<file path="src/rtl/dra_pkg.sv">
package dra_pkg;

   typedef enum logic {
      XFER_SINGLE = 1'b0,
      XFER_BURST  = 1'b1
   } xfer_kind_e;

   localparam int unsigned MAX_CHANNELS = 32;

endpackage

</file>
<file path="src/rtl/dra_sw_pend.sv">
// Per-channel software request holding flops.
module dra_sw_pend #(
   parameter int unsigned NUM_CH  = 24,
   parameter int unsigned SW_BITS = 32,
   localparam int unsigned CH_W   = $clog2(NUM_CH)
) (
   input  logic              clk,
   input  logic              rst_n,
   input  logic [SW_BITS-1:0] sw_req,
   input  logic              grant_fire,
   input  logic [CH_W-1:0]   grant_ch,
   output logic [NUM_CH-1:0] pend
);

   logic [NUM_CH-1:0] sw_in;

   // Only positions that map to an implemented channel are used.
   generate
      if (SW_BITS > NUM_CH) begin : g_wide
         logic unused_hi;
         assign unused_hi = ^sw_req[SW_BITS-1:NUM_CH];
         assign sw_in     = sw_req[NUM_CH-1:0];
      end else if (SW_BITS == NUM_CH) begin : g_exact
         assign sw_in = sw_req;
      end else begin : g_narrow
         assign sw_in = {{(NUM_CH-SW_BITS){1'b0}}, sw_req};
      end
   endgenerate

   generate
      for (genvar g = 0; g < NUM_CH; g++) begin : g_ch
         logic served;
         assign served = grant_fire && (grant_ch == CH_W'(g));
         always_ff @(posedge clk or negedge rst_n) begin
            if (!rst_n) begin
               pend[g] <= 1'b0;
            end else if (sw_in[g]) begin
               pend[g] <= 1'b1;
            end else if (served) begin
               pend[g] <= 1'b0;
            end
         end
      end
   endgenerate

endmodule

</file>
<file path="src/rtl/dra_qualify.sv">
// Applies the per-channel attributes to the raw request sources.
module dra_qualify #(
   parameter int unsigned NUM_CH = 24
) (
   input  logic [NUM_CH-1:0] ch_enable,
   input  logic [NUM_CH-1:0] req_mask,
   input  logic [NUM_CH-1:0] use_burst,
   input  logic [NUM_CH-1:0] sreq,
   input  logic [NUM_CH-1:0] breq,
   input  logic [NUM_CH-1:0] sw_pend,
   output logic [NUM_CH-1:0] elig,
   output logic [NUM_CH-1:0] want_burst
);
   import dra_pkg::*;

   generate
      for (genvar g = 0; g < NUM_CH; g++) begin : g_ch
         logic ext_burst;
         logic ext_single;
         xfer_kind_e kind;

         assign ext_burst  = breq[g] & ~req_mask[g];
         assign ext_single = sreq[g] & ~req_mask[g] & ~use_burst[g];
         assign kind       = (ext_burst | sw_pend[g]) ? XFER_BURST : XFER_SINGLE;
         assign elig[g]       = ch_enable[g] & (ext_burst | ext_single | sw_pend[g]);
         assign want_burst[g] = (kind == XFER_BURST);
      end
   endgenerate

endmodule

</file>
<file path="src/rtl/dra_lowest.sv">
// Finds the lowest set bit of a vector.
module dra_lowest #(
   parameter int unsigned N = 24,
   localparam int unsigned IW = $clog2(N)
) (
   input  logic [N-1:0]  vec,
   output logic          found,
   output logic [IW-1:0] idx
);

   always_comb begin
      found = 1'b0;
      idx   = '0;
      for (int i = N - 1; i >= 0; i--) begin
         if (vec[i]) begin
            found = 1'b1;
            idx   = IW'(i);
         end
      end
   end

endmodule

</file>
<file path="src/rtl/dra_pick.sv">
// Two-level selection: high level first, then the default level.
module dra_pick #(
   parameter int unsigned NUM_CH = 24,
   localparam int unsigned CH_W  = $clog2(NUM_CH)
) (
   input  logic [NUM_CH-1:0] elig,
   input  logic [NUM_CH-1:0] hi_prio,
   output logic              win_found,
   output logic [CH_W-1:0]   win_ch
);

   logic [NUM_CH-1:0] lvl_vec [2];
   logic              lvl_found [2];
   logic [CH_W-1:0]   lvl_idx [2];

   assign lvl_vec[0] = elig & ~hi_prio;
   assign lvl_vec[1] = elig &  hi_prio;

   generate
      for (genvar l = 0; l < 2; l++) begin : g_lvl
         dra_lowest #(.N(NUM_CH)) u_low (
            .vec   (lvl_vec[l]),
            .found (lvl_found[l]),
            .idx   (lvl_idx[l])
         );
      end
   endgenerate

   assign win_found = lvl_found[1] | lvl_found[0];
   assign win_ch    = lvl_found[1] ? lvl_idx[1] : lvl_idx[0];

endmodule

</file>
<file path="src/rtl/dma_req_arbiter.sv">
module dma_req_arbiter #(
   parameter int unsigned NUM_CH  = 24,
   parameter int unsigned SW_BITS = 32,
   localparam int unsigned CH_W   = $clog2(NUM_CH)
) (
   input  logic               clk,
   input  logic               rst_n,
   input  logic               master_en,
   input  logic               eng_idle,
   input  logic [NUM_CH-1:0]  ch_enable,
   input  logic [NUM_CH-1:0]  req_mask,
   input  logic [NUM_CH-1:0]  use_burst,
   input  logic [NUM_CH-1:0]  hi_prio,
   input  logic [NUM_CH-1:0]  sreq,
   input  logic [NUM_CH-1:0]  breq,
   input  logic [SW_BITS-1:0] sw_req,
   output logic               grant_valid,
   output logic [CH_W-1:0]    grant_ch,
   output logic               grant_burst
);

   generate
      if (NUM_CH < 2 || NUM_CH > dra_pkg::MAX_CHANNELS) begin : g_bad_num_ch
         $error("dma_req_arbiter: NUM_CH out of range");
      end
      if (SW_BITS < 1) begin : g_bad_sw_bits
         $error("dma_req_arbiter: SW_BITS must be at least 1");
      end
   endgenerate

   logic [NUM_CH-1:0] sw_pend;
   logic [NUM_CH-1:0] elig;
   logic [NUM_CH-1:0] want_burst;
   logic              win_found;
   logic [CH_W-1:0]   win_ch;
   logic              fire;

   // One idle cycle after every grant lets the engine drop eng_idle.
   assign fire = master_en & eng_idle & ~grant_valid & win_found;

   dra_sw_pend #(.NUM_CH(NUM_CH), .SW_BITS(SW_BITS)) u_pend (
      .clk        (clk),
      .rst_n      (rst_n),
      .sw_req     (sw_req),
      .grant_fire (fire),
      .grant_ch   (win_ch),
      .pend       (sw_pend)
   );

   dra_qualify #(.NUM_CH(NUM_CH)) u_qual (
      .ch_enable  (ch_enable),
      .req_mask   (req_mask),
      .use_burst  (use_burst),
      .sreq       (sreq),
      .breq       (breq),
      .sw_pend    (sw_pend),
      .elig       (elig),
      .want_burst (want_burst)
   );

   dra_pick #(.NUM_CH(NUM_CH)) u_pick (
      .elig      (elig),
      .hi_prio   (hi_prio),
      .win_found (win_found),
      .win_ch    (win_ch)
   );

   always_ff @(posedge clk or negedge rst_n) begin
      if (!rst_n) begin
         grant_valid <= 1'b0;
         grant_ch    <= '0;
         grant_burst <= 1'b0;
      end else begin
         grant_valid <= fire;
         if (fire) begin
            grant_ch    <= win_ch;
            grant_burst <= want_burst[win_ch];
         end
      end
   end

endmodule

</file>
<file path="config.mk">
export PLATFORM = sky130hd
export DESIGN_NAME = dma_req_arbiter
export DESIGN_NICKNAME = d
export VERILOG_FILES = /design/src/rtl/dra_pkg.sv /design/src/rtl/dra_sw_pend.sv /design/src/rtl/dra_qualify.sv /design/src/rtl/dra_lowest.sv /design/src/rtl/dra_pick.sv /design/src/rtl/dma_req_arbiter.sv
export SDC_FILE = /design/constraint.sdc
export NUM_CORES = 1
export LEC_CHECK = 0
export ABC_AREA = 1
export BUFFER_PORTS_ARGS = -buffer_cell sky130_fd_sc_hd__buf_4
export CAP_MARGIN = 20
export CORE_MARGIN = 2
export CORE_UTILIZATION = 51
export DETAILED_ROUTE_END_ITERATION = 10
export PLACE_DENSITY = 0.87
export SYNTH_ARGS = -nofsm -noshare
export SYNTH_HDL_FRONTEND = slang
export SYNTH_HIERARCHICAL = 1
export SYNTH_SLANG_ARGS = --single-unit
</file>
<file path="constraint.sdc">
create_clock -name clk -period 3.89 [get_ports clk]
set_input_delay 0.1945 -clock clk [delete_from_list [all_inputs] [get_ports clk]]
set_output_delay 0.1945 -clock clk [all_outputs]
set_load 0.01 [all_outputs]
</file>
* Word level (Yosys, flattened, before mapping)
Cells that the tools add are included.
** Cells by class
- Add/subtract/negate cells :: 0
- $mul :: 0
- Divide/modulo/power cells :: 0
- Order comparisons :: 1
- Eq/ne operators :: 23
- Shifts and indexed selects :: 0
- Multiplexer cells :: 171
- Bitwise gates (word level) :: 224
- Reductions and logical operators :: 49
** Operator list (number)
- $mux W5 :: 49
- $mux W1 :: 121
- $and A1 B1 Y1 :: 99
- $or A1 B1 Y1 :: 73
- $not A1 Y1 :: 49
- $and A24 B24 Y24 :: 2
- $reduce_bool A2 Y1 :: 24
- $eq A5 B4 Y1 const B :: 8
- $eq A5 B5 Y1 const B :: 8
- $logic_and A1 B1 Y1 :: 24
- $not A24 Y24 :: 1
- $eq A5 B3 Y1 const B :: 4
- $eq A5 B2 Y1 const B :: 2
- $lt A5 B6 Y1 const B :: 1
- $bmux W1 S5 :: 1
- $eq A5 B1 Y1 const B :: 1
- $logic_not A5 Y1 :: 1
** Storage, ports and cells
- Bits in registers :: 31
- Bits in latches :: 0
- RAM bits :: 0
- Bits in read-only memories :: 0
- Input bits :: 180
- Output and inout bits :: 7
- Word-level logic and storage cells :: 495
- Memories kept :: 0

* Depth between registers and ports, before layout
Gate-level depths: netlist (run 1).
- Depth after elaboration :: 36
- Mapped depth :: 42
- Mapped depth without buffers :: 41

* Hierarchy
Netlist (run 1), hierarchy kept.
** Modules (own cells, without submodules)
- dra_qualify :: times used 1, cells each 240, area an instance 1111.1 um^2, seq. area each 0.0 um^2
- dra_sw_pend :: times used 1, cells each 139, area an instance 1099.8 um^2, seq. area each 600.6 um^2
- dra_lowest :: times used 2, cells each 79, area an instance 324.1 um^2, seq. area each 0.0 um^2
- dma_req_arbiter :: times used 1, cells each 99, area an instance 565.5 um^2, seq. area each 175.2 um^2
- dra_pick :: times used 1, cells each 113, area an instance 426.7 um^2, seq. area each 0.0 um^2

* Worst setup path before layout (run 1)
OpenSTA, ideal clock, no wires.
- Kind :: reg-to-reg
- From :: reg u_pend.pend[22]
- To :: reg grant_burst
- Data arrival time :: 2.558 ns
- Required time :: 3.774 ns
- Path slack :: 1.215 ns
- Cell stages (with the launch flop) :: 42
- Clock period less this slack :: 2.675 ns
- Path through :: dfrtp_1 -> inv_1 -> nand2_2 -> nor2_1 -> nor2_1 -> nand2_1 -> inv_1 -> inv_1 -> nand2_1 -> nand2_1 -> nand2_1 -> nand2_1 -> nand2_1 -> nand2_1 -> nand2_1 -> nand2_1 -> nand2_1 -> nand2_1 -> [6 not listed] -> nand2_1 -> nand2_1 -> nand2_1 -> nand2_1 -> nand2_1 -> a21oi_2 -> nand2_1 -> nand2_1 -> inv_2 -> buf_6 -> nand2_1 -> nand2_1 -> nand2_1 -> nand3_1 -> nand3_1 -> nand2_1 -> nand2_1 -> nand2_1
** RTL lines
- start: declaration :: line dra_sw_pend.sv:12 : output logic [NUM_CH-1:0] pend
- start signal: indexed assignment :: line dra_sw_pend.sv:36 : pend[g] <= 1'b0;
- start signal: indexed assignment :: line dra_sw_pend.sv:38 : pend[g] <= 1'b1;
- start signal: indexed assignment :: line dra_sw_pend.sv:40 : pend[g] <= 1'b0;
- end signal: assignment :: line dma_req_arbiter.sv:77 : grant_burst <= want_burst[win_ch];
- end: declaration :: line dma_req_arbiter.sv:19 : output logic grant_burst

==> reports/results.tsv, run 1 <==
stage	metric	value	unit
cells_and_area	stdcell_area	5199	um^2
critical_path	cp_max_fo	11	
power_and_ir_drop	ir_worst_vdd	0.2715	mV
routing	drc_errors	0	
critical_path	cp.arrival	3.35	ns
synthesis	synthesis.nets	929	
grt	grt_pass1_vias	4506	
critical_path	critPathRequiredTime	4.07	ns
clock_tree	clock_path_buffers	2	
timing	hold_viol_final	0	
cells_and_area	area_growth	34.99	%
routing	detail_route.iter0.violations	174	
floorplan	die_w	90.90	um
synthesis	ys_types	22	
cells_and_area	layoutNonFillerInstCount	1008	
cells_and_area	drive_gt1_frac	0.2750	
synthesis	syn_avg_cell_area	5.142	um^2
cells_and_area	nNetsFinal	1088	
grt	grt_max_degree	32	
clock_tree	clk_latency	0.29	ns
floorplan	io_pins	187	
place	dpl.hpwl	9959	um
cells_and_area	seqCellArea	775.7	um^2
routing	totalWireLength	11340	um
routing	first_pass_iters	4	
timing	timing.setup.tns	0	ns
timing	finalCriticalPeriod	3.170	ns
synthesis	yosysSeqAreaShare	0.2014	
synthesis	synth_cells	749	
critical_path	crit_top_cell	nand2_1	
timing	holdWs	0.08395	ns
grt	global_route.overflow_total	0	
timing	tightest_slew	0.5066	ns
timing	period_share	0.8148	
clock_tree	numCtsBuffers	5	
clock_tree	path_clk_slew	0.06	ns
grt	antenna_found_initial	0	
cells_and_area	num_antenna_cells	0	
clock_tree	cts-root-buf	clkbuf_8	
power_and_ir_drop	leakagePower	3.541	nW
critical_path	cp-start-kind	flip-flop	
routing	wl_per_cell	11.25	um
timing	finalSetupViolCount	0	
floorplan	core_area	7292	um^2
floorplan	rows	31	
floorplan	fp.dieH	90.90	um
floorplan	start_util	0.5281	
routing	vias	4565	
power_and_ir_drop	p_seq_frac	0.333	
routing	detail_route.vias_per_cell	4.529	
routing	final_antenna_net_count	0	
timing	fmax	315.5	MHz
critical_path	slowest_delay	0.35	ns
power_and_ir_drop	pwr-share-clk	0.234	
min_path	min_path_type	input port to flip-flop	
power_and_ir_drop	power	1.044	mW
run_status	outcome	finished clean	
critical_path	cp-end-kind	flip-flop	
flow_run	drv_cap	0	
power_and_ir_drop	p_sw_frac	0.3525	
synthesis	ys_ff_latch	31	
clock_tree	cts_max_level	2	
synthesis	ys_warn_count	6	
timing	maxSlewViolCount	0	
clock_tree	cts_resized	0	
cells_and_area	mostFrequentLayoutCell	nand2_1	
grt	grt_pass1_wl	18710	um
critical_path	worstSetupPathType	flip-flop to flip-flop	
cells_and_area	post-route-util	0.7129	
place	gp_congestion	0.9011	
synthesis	syn_area	3851	um^2
place	preCtsSetupSlack	0.6635	ns
place	dp_cells	999	
timing	max_slew_margin	0.6610	
timing	fin_skew	0.002929	ns
place	port_buffers	178	
power_and_ir_drop	internal_power	676.2	uW
cells_and_area	layout.cells.most_common_list	nand2_1 (235), inv_1 (216), buf_4 (179), nor2_1 (107), nand3_1 (47)	
timing	worst_slack	0.7203	ns
clock_tree	cts_tree	built	
power_and_ir_drop	pwr-share-comb	0.434	
critical_path	crit_path_top_delay_cell	dfrtp_1	
clock_tree	postCtsSetupBuffers	0	
cells_and_area	n_fill_cell	692	
clock_tree	cts_sinks	31	
timing	rsz0062_at_grt	false	
grt	grt_usage	0.2743	
power_and_ir_drop	power_density	200.9	nW/um^2
power_and_ir_drop	switchingPower	368.2	uW
cells_and_area	multi_input_area	2019	um^2
place	placed_cell_area	5104	um^2
floorplan	dieArea	8263	um^2
[final timing paths]
| check | slack, ns | cells past startpoint | from | end |
|---|---|---|---|---|
| worst max-delay path | 0.72 | 38 | u_pend/pend[21] | grant_burst |
| worst min-delay path | 0.08 | 3 | sw_req[17] | u_pend/pend[17] |
| worst max register to register | 0.72 | 38 | u_pend/pend[21] | grant_burst |
| worst min register to register | 0.47 | 2 | u_pend/pend[0] | u_pend/pend[0] |
| max in group asynchronous | 3.26 | 2 | rst_n | grant_ch[1] |
| min in group asynchronous | 0.36 | 2 | rst_n | u_pend/pend[1] |
[power by group through the flow]
stage | clock network [mW] | registers [mW] | logic [mW]
CTS | 0.249 | 0.347 | 0.453
finish | 0.244 | 0.347 | 0.453
global placement | 0 | 0.352 | 0.437
floorplan | 0 | 0.357 | 0.238
detailed placement | 0 | 0.352 | 0.450
global route | 0.263 | 0.349 | 0.508
[registers in the layout, indices dropped and copies added, names as in the netlist]
name	flops
u_pend/pend	24
grant_ch	5
grant_burst	1
grant_valid	1
[routing by layer]
layer / track usage / share of wire / up-vias
met4: 0.08586 / 0.020 / 0
met2: 0.5025 / 0.50 / 126
met1: 0.3328 / 0.42 / 2004
li1: - / - / 2411
met5: 0 / 0 / -
met3: 0.03422 / 0.055 / 24
[timing repair]
item                                    in CTS  in global routing
endpoints found under the setup margin       0                  0
endpoints found under the hold margin       31                  0
hold buffers                                 1                  0
[cells in the mapped netlist (all sizes together)]
cell type	instances	share of area
a21oi	6	0.0097
or2	1	0.0016
a211oi	2	0.0039
nand4	1	0.0016
o311ai	2	0.0045
nand2	259	0.27
inv	224	0.22
buf	28	0.056
o21ai	4	0.0052
nor4	6	0.0097
dfrtp	31	0.20
nor2	137	0.16
o21a	1	0.0020
nand3	47	0.061
[critical path: cells and delay by family (launching register included)]
kind / cells / cell delay (ns)
compound gates: 1 / 0.13
buf+inv: 4 / 0.43
flops: 1 / 0.35
simple gates: 33 / 2.14
[logic make-up (layout without fill, tap and decap cells)]
| family | Yosys count | count (layout) | share of synthesized area |
|---|---|---|---|
| and+or+nand+nor | 451 | 451 | 0.4990 |
| buffers and inverters | 252 | 412 | 0.2742 |
| DFF | 31 | 31 | 0.2014 |
| AOI/OAI and AO/OA | 15 | 15 | 0.02534 |
[cell type report]
| type | count | area share |
|---|---|---|
| clock buffers | 6 | 0.01396 |
| clock inverters | 2 | 0.002407 |
| inverters | 224 | 0.1617 |
| multi-input cells | 466 | 0.3884 |
| flip-flops and latches | 31 | 0.1492 |
| well taps | 99 | 0.02383 |
| repair buffers | 180 | 0.2604 |
No activity file was read; power rests on OpenSTA's default activity.
==> inputs of run 2 (changes only) <==
--- a/config.mk
+++ b/config.mk
@@ -9,9 +9,9 @@
 export BUFFER_PORTS_ARGS = -buffer_cell sky130_fd_sc_hd__buf_4
 export CAP_MARGIN = 20
 export CORE_MARGIN = 2
-export CORE_UTILIZATION = 51
+export CORE_UTILIZATION = 48
 export DETAILED_ROUTE_END_ITERATION = 10
-export PLACE_DENSITY = 0.87
+export PLACE_DENSITY = 0.83
 export SYNTH_ARGS = -nofsm -noshare
 export SYNTH_HDL_FRONTEND = slang
 export SYNTH_HIERARCHICAL = 1
==> constraint.sdc (replaced) <==
create_clock -name clk -period 2.96 [get_ports clk]
set_input_delay 0.148 -clock clk [delete_from_list [all_inputs] [get_ports clk]]
set_output_delay 0.148 -clock clk [all_outputs]
set_load 0.01 [all_outputs]
==> run 2 against run 1 <==
Against the previous run:
- the flow now finishes with violations (negative setup slack)
- critical endpoint is now u_pend/pend[13]
- sequential power increased by 32%
- cell count is 1.7% higher
- largest cell class unchanged
- worst hold slack lost 0.036 ns
- flip-flop and latch count unchanged
- via count decreased by 0.15%
- core utilization down 0.24 points
- clock skew about the same
- final area increased by 6.2%
- largest power group unchanged
- non-clock buffer count increased by 14
- setup slack worse by 0.75 ns
==> reports/results.tsv, run 2 (same netlist as run 1, synthesis figures left out) <==
stage	metric	value	unit
critical_path	worstSetupPathType	flip-flop to flip-flop	
run_status	violations	negative setup slack	
cells_and_area	mostFrequentLayoutCell	nand2_1	
timing	finalSetupViolCount	4	
timing	maxSlewViolCount	0	
grt	grt_usage	0.2483	
timing	rsz0062_at_grt	true	
grt	global_route.overflow_total	0	
clock_tree	cts-root-buf	clkbuf_8	
critical_path	crit_top_cell	nand2_1	
power_and_ir_drop	leakagePower	3.640	nW
floorplan	start_util	0.4958	
place	port_buffers	178	
routing	drc_errors	0	
grt	grt_pass1_wl	17500	um
cells_and_area	largest_register_ffs	24	
grt	antenna_found_initial	0	
place	gp_congestion	0.8771	
timing	tightest_slew	0.4992	ns
floorplan	fp.dieH	93.57	um
floorplan	die_w	93.57	um
routing	detail_route.vias_per_cell	4.447	
cells_and_area	nNetsFinal	1102	
critical_path	crit_start	u_pend/pend[19]	
cells_and_area	layout.cells.most_common_list	nand2_1 (227), inv_1 (209), buf_4 (189), nor2_1 (97), nand3_1 (34)	
timing	worst_slack	-0.02785	ns
clock_tree	clock_path_buffers	2	
cells_and_area	n_fill_cell	720	
cells_and_area	area_growth	43.31	%
flow_run	drv_cap	0	
timing	finalCriticalPeriod	2.988	ns
floorplan	dieArea	8755	um^2
routing	vias	4558	
grt	grt_max_degree	32	
cells_and_area	seqCellArea	775.7	um^2
cells_and_area	stdcell_area	5519	um^2
place	dpl.hpwl	9466	um
critical_path	ff2ff_path_depth	34	
critical_path	crit_path_top_delay_cell	dfrtp_1	
routing	first_pass_iters	4	
timing	fmax	334.7	MHz
cells_and_area	top_regs	u_pend/pend x24, grant_ch x5	
min_path	min_path_type	input port to flip-flop	
timing	period_share	1.009	
critical_path	endpoint	u_pend/pend[13]	
clock_tree	cts_sinks	31	
routing	wl_per_cell	11.08	um
critical_path	reg2reg_from	u_pend/pend[19]	
clock_tree	path_clk_slew	0.06	ns
cells_and_area	drive_gt1_frac	0.3294	
timing	max_slew_margin	0.6641	
grt	grt_pass1_vias	4188	
routing	final_antenna_net_count	0	
cells_and_area	num_antenna_cells	0	
timing	timing.setup.tns	-0.04725	ns
timing	fin_skew	0.002989	ns
clock_tree	numCtsBuffers	5	
run_status	outcome	complete, but fails checks	
routing	detail_route.iter0.violations	178	
cells_and_area	multi_input_area	2173	um^2
clock_tree	cts_max_level	2	
critical_path	cp-start-kind	flip-flop	
critical_path	cp_max_fo	6	
timing	hold_viol_final	0	
power_and_ir_drop	power_density	277.9	nW/um^2
cells_and_area	largest-register	u_pend/pend	
floorplan	core_area	7767	um^2
floorplan	rows	32	
place	placed_cell_area	5152	um^2
clock_tree	cts_tree	built	
critical_path	cp-end-kind	flip-flop	
critical_path	slowest_delay	0.35	ns
critical_path	cp.arrival	3.16	ns
floorplan	io_pins	187	
clock_tree	clk_latency	0.28	ns
critical_path	rrSetupSlack	-0.03	ns
routing	totalWireLength	11360	um
critical_path	critPathRequiredTime	3.13	ns
power_and_ir_drop	ir_worst_vdd	0.3600	mV
critical_path	timing.rr.end	u_pend/pend[13]	
[run 2: worst max-delay path: cells and delay by family (launching register included)]
family,cells,cell delay (ns)
buffers and inverters,5,0.41
AND/OR/NAND/NOR,28,2.01
AO/OA/AOI/OAI,1,0.12
flip-flops,1,0.35
[run 2: area by class of cell]
class                   instances  area share
flip-flops and latches         31      0.1406
multi-input cells             466      0.3938
repair buffers                194      0.2671
inverters                     224      0.1542
clock buffers                   6     0.01496
clock inverters                 2    0.006348
well taps                     102     0.02312
[run 2: routing by layer]
metal  wire, um  GRT usage  up-vias  share of wire
li1           -          -     2438              -
met1       4581     0.3120     1970           0.40
met2       5827     0.4430      132           0.51
met3        704    0.03465       18          0.062
met4        242    0.07005        0          0.021
met5          0          0        -              0
[run 2: per-stage QoR]
step	setup slack [ns]	total power [mW]	hold slack (ns)	instances	util
finish	-0.02785	1.534	0.04764	1025	0.7105
global route	-0.4141	1.651	0.04103	1025	0.7105
CTS	0.002612	1.499	0.03901	1017	0.6804
detailed placement	0.008141	1.067	0.09710	1008	0.6633
global placement	0.04905	1.058	0.09372	1008	0.6633
floorplan	0.2853	0.7807	-0.1476	749	-
[run 2: how the worst min path moves through the flow]
| stage | from | end | depth (start not counted) |
|---|---|---|---|
| detailed placement | rst_n | u_pend/pend[1] | 1 |
| global placement | rst_n | u_pend/pend[1] | 1 |
| floorplan | rst_n | grant_burst | 0 |
| finish | sw_req[19] | u_pend/pend[19] | 3 |
| CTS | sw_req[19] | u_pend/pend[19] | 3 |
| global route | sw_req[19] | u_pend/pend[19] | 3 |
[run 2: power by group]
part | internal (mW) | switching, mW | total, mW
clock network | 0.272 | 0.147 | 0.419
registers | 0.444 | 0.0134 | 0.457
logic | 0.314 | 0.344 | 0.657
[run 2: what timing repair did]
item / 4_1_cts / 5_1_grt
hold endpoints to repair: 31 / 0
endpoints found under the setup margin: 1 / 28
gates cloned: 0 / 1
pin swaps: 0 / 34
setup buffers: 0 / 7
gates resized for setup: 1 / 54
hold buffers: 1 / 0
